$ cat src/rtl/evt_irq_pkg.sv
// Package: shared widths, word type and group indices for the event
// interrupt aggregator. Assumes a single 32-bit register width.
package evt_irq_pkg;
    localparam int unsigned AGG_W = 32;
    localparam int unsigned GRP_N = 3;

    typedef logic [AGG_W-1:0] word_t;

    typedef enum int unsigned {
        GRP_TX  = 0,
        GRP_RX  = 1,
        GRP_ERR = 2
    } grp_idx_e;
endpackage

$ cat src/rtl/evt_bank.sv
// Sticky event register. Hardware pulses set bits, software acknowledges
// by writing ones. Assumes set and clear may target the same bit in one
// cycle; the set is applied last so the event survives.
module evt_bank
    import evt_irq_pkg::*;
(
    input  logic  clk,
    input  logic  rst_n,
    input  word_t set_pulse,
    input  logic  clr_en,
    input  word_t clr_bits,
    output word_t evt_q
);
    word_t clr_vec;

    // Select which bits the software write acknowledges this cycle.
    always_comb begin
        clr_vec = clr_en ? clr_bits : '0;
    end

    // Hold events: clear acknowledged bits first, then merge new pulses.
    always_ff @(posedge clk) begin
        if (!rst_n) begin
            evt_q <= '0;
        end else begin
            evt_q <= (evt_q & ~clr_vec) | set_pulse;
        end
    end
endmodule

$ cat src/rtl/mask_bank.sv
// Interrupt enable mask. A load replaces the whole word. Assumes loads
// come only from the register port.
module mask_bank
    import evt_irq_pkg::*;
(
    input  logic  clk,
    input  logic  rst_n,
    input  logic  load_en,
    input  word_t load_val,
    output word_t msk_q
);
    // Replace the mask on a load, otherwise hold it.
    always_ff @(posedge clk) begin
        if (!rst_n) begin
            msk_q <= '0;
        end else if (load_en) begin
            msk_q <= load_val;
        end
    end
endmodule

$ cat src/rtl/group_reduce.sv
// Reduces the active event set into one level per group. Group patterns
// arrive packed, group g in bits [g*AGG_W +: AGG_W]. Assumes the patterns
// are disjoint; an overlap would raise several lines for one bit.
module group_reduce
    import evt_irq_pkg::*;
#(
    parameter int unsigned                 N_GRP   = GRP_N,
    parameter logic [N_GRP*AGG_W-1:0]      GRP_VEC = '0
) (
    input  word_t            active,
    output logic [N_GRP-1:0] grp_hit
);
    for (genvar g = 0; g < N_GRP; g++) begin : g_grp
        localparam word_t SEL = GRP_VEC[g*AGG_W +: AGG_W];

        // One line: any active bit inside this group's pattern.
        always_comb begin
            grp_hit[g] = |(active & SEL);
        end
    end
endmodule

$ cat src/rtl/evt_irq_agg.sv
// Top: event and mask registers behind a word port, fanned out into three
// level interrupt lines by fixed group patterns. Assumes single-cycle
// register accesses with no wait states; read data is combinational.
module evt_irq_agg
    import evt_irq_pkg::*;
#(
    parameter int unsigned ADDR_W    = 2,
    parameter int unsigned EVT_ADDR  = 0,
    parameter int unsigned MSK_ADDR  = 1,
    parameter logic [31:0] TX_GROUP  = 32'h0000_00FF,
    parameter logic [31:0] RX_GROUP  = 32'h0000_FF00,
    parameter logic [31:0] ERR_GROUP = 32'h00FF_0000
) (
    input  logic              clk,
    input  logic              rst_n,
    input  logic              bus_valid,
    input  logic              bus_write,
    input  logic [ADDR_W-1:0] bus_addr,
    input  logic [31:0]       bus_wdata,
    output logic [31:0]       bus_rdata,
    input  logic [31:0]       hw_set,
    output logic              irq_tx,
    output logic              irq_rx,
    output logic              irq_err
);
    localparam logic [ADDR_W-1:0] A_EVT = ADDR_W'(EVT_ADDR);
    localparam logic [ADDR_W-1:0] A_MSK = ADDR_W'(MSK_ADDR);
    localparam logic [GRP_N*AGG_W-1:0] GRP_PACK = {ERR_GROUP, RX_GROUP, TX_GROUP};

    logic              wr_evt;
    logic              wr_msk;
    logic              rd_en;
    word_t             evt_q;
    word_t             msk_q;
    word_t             active;
    logic [GRP_N-1:0]  hit;

    // Decode register-port strobes.
    always_comb begin
        wr_evt = bus_valid && bus_write && (bus_addr == A_EVT);
        wr_msk = bus_valid && bus_write && (bus_addr == A_MSK);
        rd_en  = bus_valid && !bus_write;
    end

    evt_bank u_evt (
        .clk       (clk),
        .rst_n     (rst_n),
        .set_pulse (hw_set),
        .clr_en    (wr_evt),
        .clr_bits  (bus_wdata),
        .evt_q     (evt_q)
    );

    mask_bank u_msk (
        .clk      (clk),
        .rst_n    (rst_n),
        .load_en  (wr_msk),
        .load_val (bus_wdata),
        .msk_q    (msk_q)
    );

    // Enabled pending events.
    always_comb begin
        active = evt_q & msk_q;
    end

    group_reduce #(
        .N_GRP   (GRP_N),
        .GRP_VEC (GRP_PACK)
    ) u_red (
        .active  (active),
        .grp_hit (hit)
    );

    // Route group levels to the named lines.
    always_comb begin
        irq_tx  = hit[GRP_TX];
        irq_rx  = hit[GRP_RX];
        irq_err = hit[GRP_ERR];
    end

    // Read mux: zero unless a read of a known address is presented.
    always_comb begin
        bus_rdata = '0;
        if (rd_en) begin
            if (bus_addr == A_EVT) begin
                bus_rdata = evt_q;
            end else if (bus_addr == A_MSK) begin
                bus_rdata = msk_q;
            end
        end
    end
endmodule

$ cat config.mk
export PLATFORM = sky130hd
export DESIGN_NAME = evt_irq_agg
export DESIGN_NICKNAME = d
export VERILOG_FILES = /design/src/rtl/evt_irq_pkg.sv /design/src/rtl/evt_bank.sv /design/src/rtl/mask_bank.sv /design/src/rtl/group_reduce.sv /design/src/rtl/evt_irq_agg.sv
export SDC_FILE = /design/constraint.sdc
export NUM_CORES = 1
export LEC_CHECK = 0
export CAP_MARGIN = 20
export CORE_MARGIN = 2
export CORE_UTILIZATION = 25
export CTS_CLUSTER_DIAMETER = 150
export DETAILED_ROUTE_END_ITERATION = 8
export GPL_TIMING_DRIVEN = 0
export MAX_ROUTING_LAYER = met4
export PLACE_DENSITY = 0.46
export SETUP_SLACK_MARGIN = 0.3
export SLEW_MARGIN = 20
export SYNTH_ARGS = -nofsm -noshare
export SYNTH_HDL_FRONTEND = slang
export SYNTH_SLANG_ARGS = --single-unit
$ cat constraint.sdc
create_clock -name clk -period 2.3 [get_ports clk]
set_clock_uncertainty 0.1 [all_clocks]
set_input_delay 0.575 -clock clk [delete_from_list [all_inputs] [get_ports clk]]
set_output_delay 0.575 -clock clk [all_outputs]
set_load 0.01 [all_outputs]
==> reports/qor_table.md, run 1 <==
| Parameter | This run |
|---|---|
| Capturing element type of the critical path | output pin |
| Core Area | 12100 um^2 |
| Data arrival at the endpoint of the critical path | 1680 ps |
| Residual antenna-violating net count after detailed routing | 0 |
| Pin count of the biggest net entering global routing | 11 |
| Post-layout worst setup margin | -52.7 ps |
| Maximum resistive drop on vdd | 0.000296 V |
| Failing checks | negative setup slack |
| Number of distinct library cells after synthesis | 17 |
| Layout net count | 554 |
| Avg Inst Size Synth | 8.50 um^2 |
| Total of flip-flops plus latches after synthesis | 64 |
| Run status | finished, violations left |
| Shortest period the worst path allows | 2350 ps |
| Critical path origin | bus_addr[1] |
| Leak Pwr | 2.02 nW |
| Routed vias | 2895 |
| Port Buffers | 102 |
| TritonCTS clock tree | done |
| R2R cell count | 2 |
| Clk slew on worst S/H paths | 50 ps |
| Footprint of the flip-flops and latches | 1280 um^2 |
| Number of buffers added to fix hold violations after cts | 0 |
| Final hold violation count | 0 |
| Final period util | 102% |
| Pre-CTS setup slack | -813 ps |
| Overall routing resource usage | 16.2% |
| Width of the chip | 115 um |
| Unrepaired setup endpoints after global routing | true |
| Number of detailed-route iterations in the first pass | 4 |
| Share of synthesized area occupied by flip-flops and latches | 41.3% |
| H-tree depth reported by CTS | 3 |
| Final setup violation count | 6 |
| Routability-driven placement congestion ratio | 0.791 |
| Number of maximum-capacitance constraint violations | 0 |
| Synth Net Count | 435 |
| Count of boundary I/O pins | 105 |
| Number of cells produced by synthesis | 365 |
| Element type at the critical path start | input pin |
| Number of design-rule violations left by the first detailed-router iteration | 137 |
| Number of enable-type register cells in the synthesized netlist | 0 |
| Std cell rows | 40 |
| Sink Count | 64 |
| Antenna fix cells | 0 |
| Fin. max-slew vios | 0 |
| Area of combinational cells with multiple inputs | 1720 um^2 |
| Half-perimeter wire length after placement | 7100 um |
| Highest achievable clock rate | 425 MHz |
| Layout filler cell count | 1243 |
| Proportion of layout cells with a drive suffix above 1 | 23.3% |
| Critical register-to-register path startpoint | u_evt.evt_q[10] |
| Worst setup path category | input pin to output pin |
| Register-to-register path setup slack | 1490 ps |
| Final Routed Wirelength | 9890 um |
| Number of global-route vias before repair | 2971 |
| Number of clock buffers inserted by TritonCTS | 9 |
| Detailed-route wire length per cell | 15.1 um |
| PD cells | 603 nW/um^2 |
| Commonest cells after routing, fill and taps aside | 64 x mux2i_1, 64 x nand2_1, 64 x clkdlybuf4s50_1, 64 x dfxtp_1, 34 x buf_6 |
| Slew at the pin closest to its max-slew limit | 592 ps |
| Clock root buffer | clkbuf_16 |
| Critical Path RT | 1620 ps |
| Power consumption | 0.00301 W |
| First-pass GRT wire length | 16000 um |
| Count of warnings emitted by yosys | 0 |
| Capture point of the worst reg-to-reg path | u_evt.evt_q[10] |
| Initial antenna violation count | 0 |
| Initial Utilization | 25.7% |
| Skew-Pair Late Insertion Delay | 320 ps |
| Area grow syn2layout | 60.6% |
| Utilization of the core after routing | 41.3% |
| Crit path max fanout | 7 |
| Slew Limit Headroom | 60.5% |
| DIE AREA | 13300 um^2 |
| Synthesized cell area | 3100 um^2 |
| Remaining global-route overflow | 0 |
| Floorplan die height | 115 um |
| Final sum of negative setup slack | -171 ps |
| Buffer depth of the longest clock path | 2 |
| Detailed-route DRC error count | 0 |
| Worst min-delay path category | register to register |
| Ys flop type | dfxtp_1 |
| Share of synthesized registers carrying an async set or reset | 0% |
| Timing endpoint of the critical path | bus_rdata[17] |
| Post-DR vias/cell | 4.41 |
[worst max-delay path, cell delays in order]
cell    delay [ps]
buf_6           90
or3b_4         390
buf_12         160
buf_12         120
buf_16         130
nor2_2          70
buf_2          130
[registers in the layout (all words and copies together), names as in the netlist]
name	cells
u_evt.evt_q	32
u_msk.msk_q	32
[area by class of cell]
cell class,instances,area share [%]
Sequential cell,64,25.7
Clock inverter,3,0.804
Timing Repair Buffer,108,22.2
Multi-Input combinational cell,242,34.6
Clock buffer,13,5.22
Inverter,32,2.41
Tap cell,168,4.22
Buffer,27,4.87
[report_power, final]
part | switching [W] | internal (W) | total [W]
clock | 0.000477 | 0.000895 | 0.00137
combinational | 0.000198 | 0.000232 | 0.000430
sequential | 0.0000394 | 0.00116 | 0.00120
total | 0.000715 | 0.00229 | 0.00301
[what timing repair did]
item	CTS	global route
pin swaps	22	2
gates resized for setup	189	28
setup buffers	2	2
setup endpoints to repair	35	35
cloned	2	0
[kinds of logic (layout without fill, tap and decap cells)]
group	after synthesis	in the layout	share of synthesized area, %
AOI/OAI and AO/OA	76	76	14.5
buffers and inverters	59	183	10.2
DFF	64	64	41.3
muxes	64	64	20.7
and+or+nand+nor	102	102	13.3
[metal layers]
metal	GRT usage (%)	part of all wire [%]	routed length [um]
met5	-	0	0
met4	5.30	1.8	174
met3	3.69	4.8	473
met2	24.8	45	4470
met1	21.1	48	4770
[Yosys cell counts (all sizes together) (3+ instances only)]
cell / instances / share of area [%]
a31oi: 32 / 6.5
mux2i: 64 / 21
nand4: 3 / 0.61
nor2: 32 / 4.0
clkbuf: 7 / 0.89
nand2: 64 / 7.7
o21ai: 32 / 5.2
inv: 32 / 3.9
dfxtp: 64 / 41
buf: 20 / 5.4
a22oi: 12 / 2.9
[worst min-delay path by stage]
stage | from | end | slack (ps) | cells after the start
2_1_floorplan | u_msk.msk_q[24] | u_msk.msk_q[24] | 330 | 2
3_3_place_gp | u_msk.msk_q[30] | u_msk.msk_q[30] | 340 | 2
3_5_place_dp | u_msk.msk_q[24] | u_msk.msk_q[24] | 350 | 2
5_1_grt | u_msk.msk_q[28] | u_msk.msk_q[28] | 390 | 2
6_report | u_msk.msk_q[24] | u_msk.msk_q[24] | 360 | 2
4_1_cts | u_msk.msk_q[24] | u_msk.msk_q[24] | 360 | 2
[per-stage QoR]
step / hold WS, ps / instances / area, um^2
3_5_place_dp: 349 / 635 / 4400
5_1_grt: 393 / 657 / 4980
3_3_place_gp: 343 / 635 / 4400
2_1_floorplan: 334 / 365 / 3170
4_1_cts: 356 / 655 / 4840
6_report: 356 / 657 / 4980
Note: power is estimated with default switching activity, not from simulation.
==> run 2: changes to the inputs <==
Settings changed: CORE_UTILIZATION 25 to 46, PLACE_DENSITY 0.46 to 0.78.
Clock period 2.3 ns to 2.25 ns, I/O delays scaled along.
==> run 2 against run 1 <==
Effect of this change: the flow still finishes with violations (negative setup slack); register-to-register slack got worse by 90 ps; combinational power about the same; sequential share of layout area rose by 1.5 points; worst setup slack got worse by 18 ps; sequential power about the same; largest power group is now registers; highest routed layer unchanged.
==> reports/qor_table.md, run 2 (same netlist as run 1, synthesis figures left out) <==
| Parameter | This run | vs previous |
|---|---|---|
| Capturing element type of the critical path | output pin | unchanged |
| Failing checks | negative setup slack | unchanged |
| Run status | finished, violations left | unchanged |
| Unrepaired setup endpoints after global routing | true | unchanged |
| Number of detailed-route iterations in the first pass | 4 | unchanged |
| Worst setup path category | input pin to output pin | unchanged |
| Shortest period the worst path allows | 2320 ps |  |
| Final setup violation count | 7 | was 6 |
| Register-to-register path setup slack | 1400 ps | was 1490 ps |
| Critical Path RT | 1590 ps | was 1620 ps |
| Layout net count | 554 | unchanged |
| Commonest cells after routing, fill and taps aside | 64 x mux2i_1, 64 x nand2_1, 64 x clkdlybuf4s50_1, 64 x dfxtp_1 | was 64 x mux2i_1, 64 x nand2_1, 64 x clkdlybuf4s50_1, 64 x dfxtp_1, 34 x buf_6 |
| Leak Pwr | 1.96 nW | was 2.02 nW |
| Pre-CTS setup slack | -837 ps | was -813 ps |
| Routability-driven placement congestion ratio | 0.871 | was 0.791 |
| Element type at the critical path start | input pin | unchanged |
| Data arrival at the endpoint of the critical path | 1660 ps | was 1680 ps |
| Clk slew on worst S/H paths | 60 ps | was 50 ps |
| Critical register-to-register path startpoint | u_evt.evt_q[2] | was u_evt.evt_q[10] |
| Largest registers ranked by flip-flop count | u_evt.evt_q (32), u_msk.msk_q (32) | unchanged |
| Number of buffers added to fix hold violations after cts | 0 | unchanged |
| Detailed-route DRC error count | 0 | unchanged |
| Routed vias | 3055 | was 2895 |
| First-pass GRT wire length | 14400 um | was 16000 um |
| Number of global-route vias before repair | 3034 | was 2971 |
| Slew Limit Headroom | 65.0% | was 60.5% |
| Number of maximum-capacitance constraint violations | 0 | unchanged |
| Number of design-rule violations left by the first detailed-router iteration | 136 | was 137 |
| DIE AREA | 7420 um^2 | was 13300 um^2 |
| Post-layout worst setup margin | -71.2 ps | was -52.7 ps |
| Combinational power share | 16.2% | was 14.3% |
| Placed Cells incl. Taps | 544 | was 635 |
| PD cells | 566 nW/um^2 | was 603 nW/um^2 |
| Final hold violation count | 0 | unchanged |
| Remaining global-route overflow | 0 | unchanged |
| Count of boundary I/O pins | 105 | unchanged |
| Utilization of the core after routing | 73.2% | was 41.3% |
| Number of clock buffers inserted by TritonCTS | 9 | unchanged |
| Width of the chip | 86.1 um | was 115 um |
| Net Switching | 0.000668 W | was 0.000715 W |
| Post-layout instance count excluding filler cells | 566 | was 657 |
| Std cell rows | 29 | was 40 |
| Startpoint of the worst hold path | u_msk.msk_q[28] | was u_msk.msk_q[24] |
| Cell-internal power | 0.00199 W | was 0.00229 W |
| Crit path max fanout | 7 | unchanged |
| Final Routed Wirelength | 9080 um | was 9890 um |
| Residual antenna-violating net count after detailed routing | 0 | unchanged |
| Hold slack | 363 ps | was 356 ps |
| Half-perimeter wire length after placement | 6230 um | was 7100 um |
| H-tree depth reported by CTS | 3 | unchanged |
| Fin. max-slew vios | 0 | unchanged |
| Critical path origin | bus_write | was bus_addr[1] |
| Initial Utilization | 48.3% | was 25.7% |
| Relative contribution of the clock network to total power | 37.5% | was 45.6% |
| Pin count of the biggest net entering global routing | 11 | unchanged |
| Core Area | 6420 um^2 | was 12100 um^2 |
| Overall routing resource usage | 25.8% | was 16.2% |
| TritonCTS clock tree | done | unchanged |
| Worst min-delay path category | register to register | unchanged |
| Final period util | 103% |  |
| Floorplan die height | 86.1 um | was 115 um |
| Port Buffers | 102 | unchanged |
| Highest achievable clock rate | 431 MHz |  |
| Net Sw Frac | 25.1% | was 23.8% |
| Post-DR vias/cell | 5.40 | was 4.41 |
| Slew at the pin closest to its max-slew limit | 526 ps | was 592 ps |
| Initial antenna violation count | 0 | unchanged |
| Portion of total power attributed to sequential cells | 46.3% | was 40.1% |
| Skew-Pair Late Insertion Delay | 330 ps | was 320 ps |
| Proportion of layout cells with a drive suffix above 1 | 23.9% | was 23.3% |
| Area grow syn2layout | 51.6% | was 60.6% |
| Detailed-route wire length per cell | 16.0 um | was 15.1 um |
| Sink Count | 64 | unchanged |
| Antenna fix cells | 0 | unchanged |
| Clock root buffer | clkbuf_8 | was clkbuf_16 |
| Buffer depth of the longest clock path | 2 | unchanged |
| Layout filler cell count | 486 | was 1243 |
| Maximum resistive drop on vdd | 0.000356 V | was 0.000296 V |
## run 2: cell count changes in the layout (fill, tap and decap cells not counted), sizes merged
cell / previous run / this run
clkdlybuf4s15: 2 / 0
dlygate4sd2: 1 / 0
clkbuf: 21 / 24
## run 2: routing by layer
layer  up-vias  wire length (um)  global-route usage [%]
met5         -                 0                       -
met1      1459              3990                    31.0
met2        97              4460                    42.8
met4         0               191                    10.8
li1       1483                 -                       -
met3        16               435                    3.95
## run 2: repair_timing
action	CTS	global route
cloned	2	0
resized for setup	191	20
pin swaps	22	1
setup endpoints to repair	35	35
buffers inserted	3	1
hold endpoints to repair	0	0
## run 2: metrics by stage
step           total power [W]  cell area, um^2  TNS [ps]
2_1_floorplan          0.00143             3170         0
3_3_place_gp           0.00163             4290    -24690
3_5_place_dp           0.00164             4290    -25270
4_1_cts                0.00265             4640      -691
5_1_grt                0.00276             4700      -537
6_report               0.00266             4700      -334
## run 2: final timing paths
path,endpoint,cells after the start
setup / recovery,bus_rdata[10],7
hold / removal,u_msk.msk_q[28],2
setup reg to reg,u_evt.evt_q[2],2
hold reg to reg,u_msk.msk_q[28],2
## run 2: worst max-delay path: stages
cell and delay, ps:
buf_6 90, or3b_4 390, buf_12 160, buf_12 120, buf_16 130, nor2_2 60, buf_2 130
## run 2: final cells by class
| cell class | instances | area, um^2 | share of cell area (%) |
|---|---|---|---|
| multi-input cells | 242 | 1700 | 36.2 |
| well taps | 77 | 96.3 | 2.05 |
| inverters | 32 | 120 | 2.55 |
| clock inverters | 3 | 40.0 | 0.851 |
| plain buffers | 27 | 243 | 5.16 |
| flip-flops and latches | 64 | 1280 | 27.2 |
| repair buffers | 108 | 1060 | 22.5 |
| clock buffers | 13 | 159 | 3.38 |
## run 2: power groups by stage
stage | registers (W) | logic [W] | clock network [W]
floorplan | 0.00124 | 0.000192 | 0
global placement | 0.00125 | 0.000383 | 0
detailed placement | 0.00125 | 0.000391 | 0
CTS | 0.00123 | 0.000420 | 0.00100
global route | 0.00124 | 0.000465 | 0.00106
finish | 0.00123 | 0.000431 | 0.000998
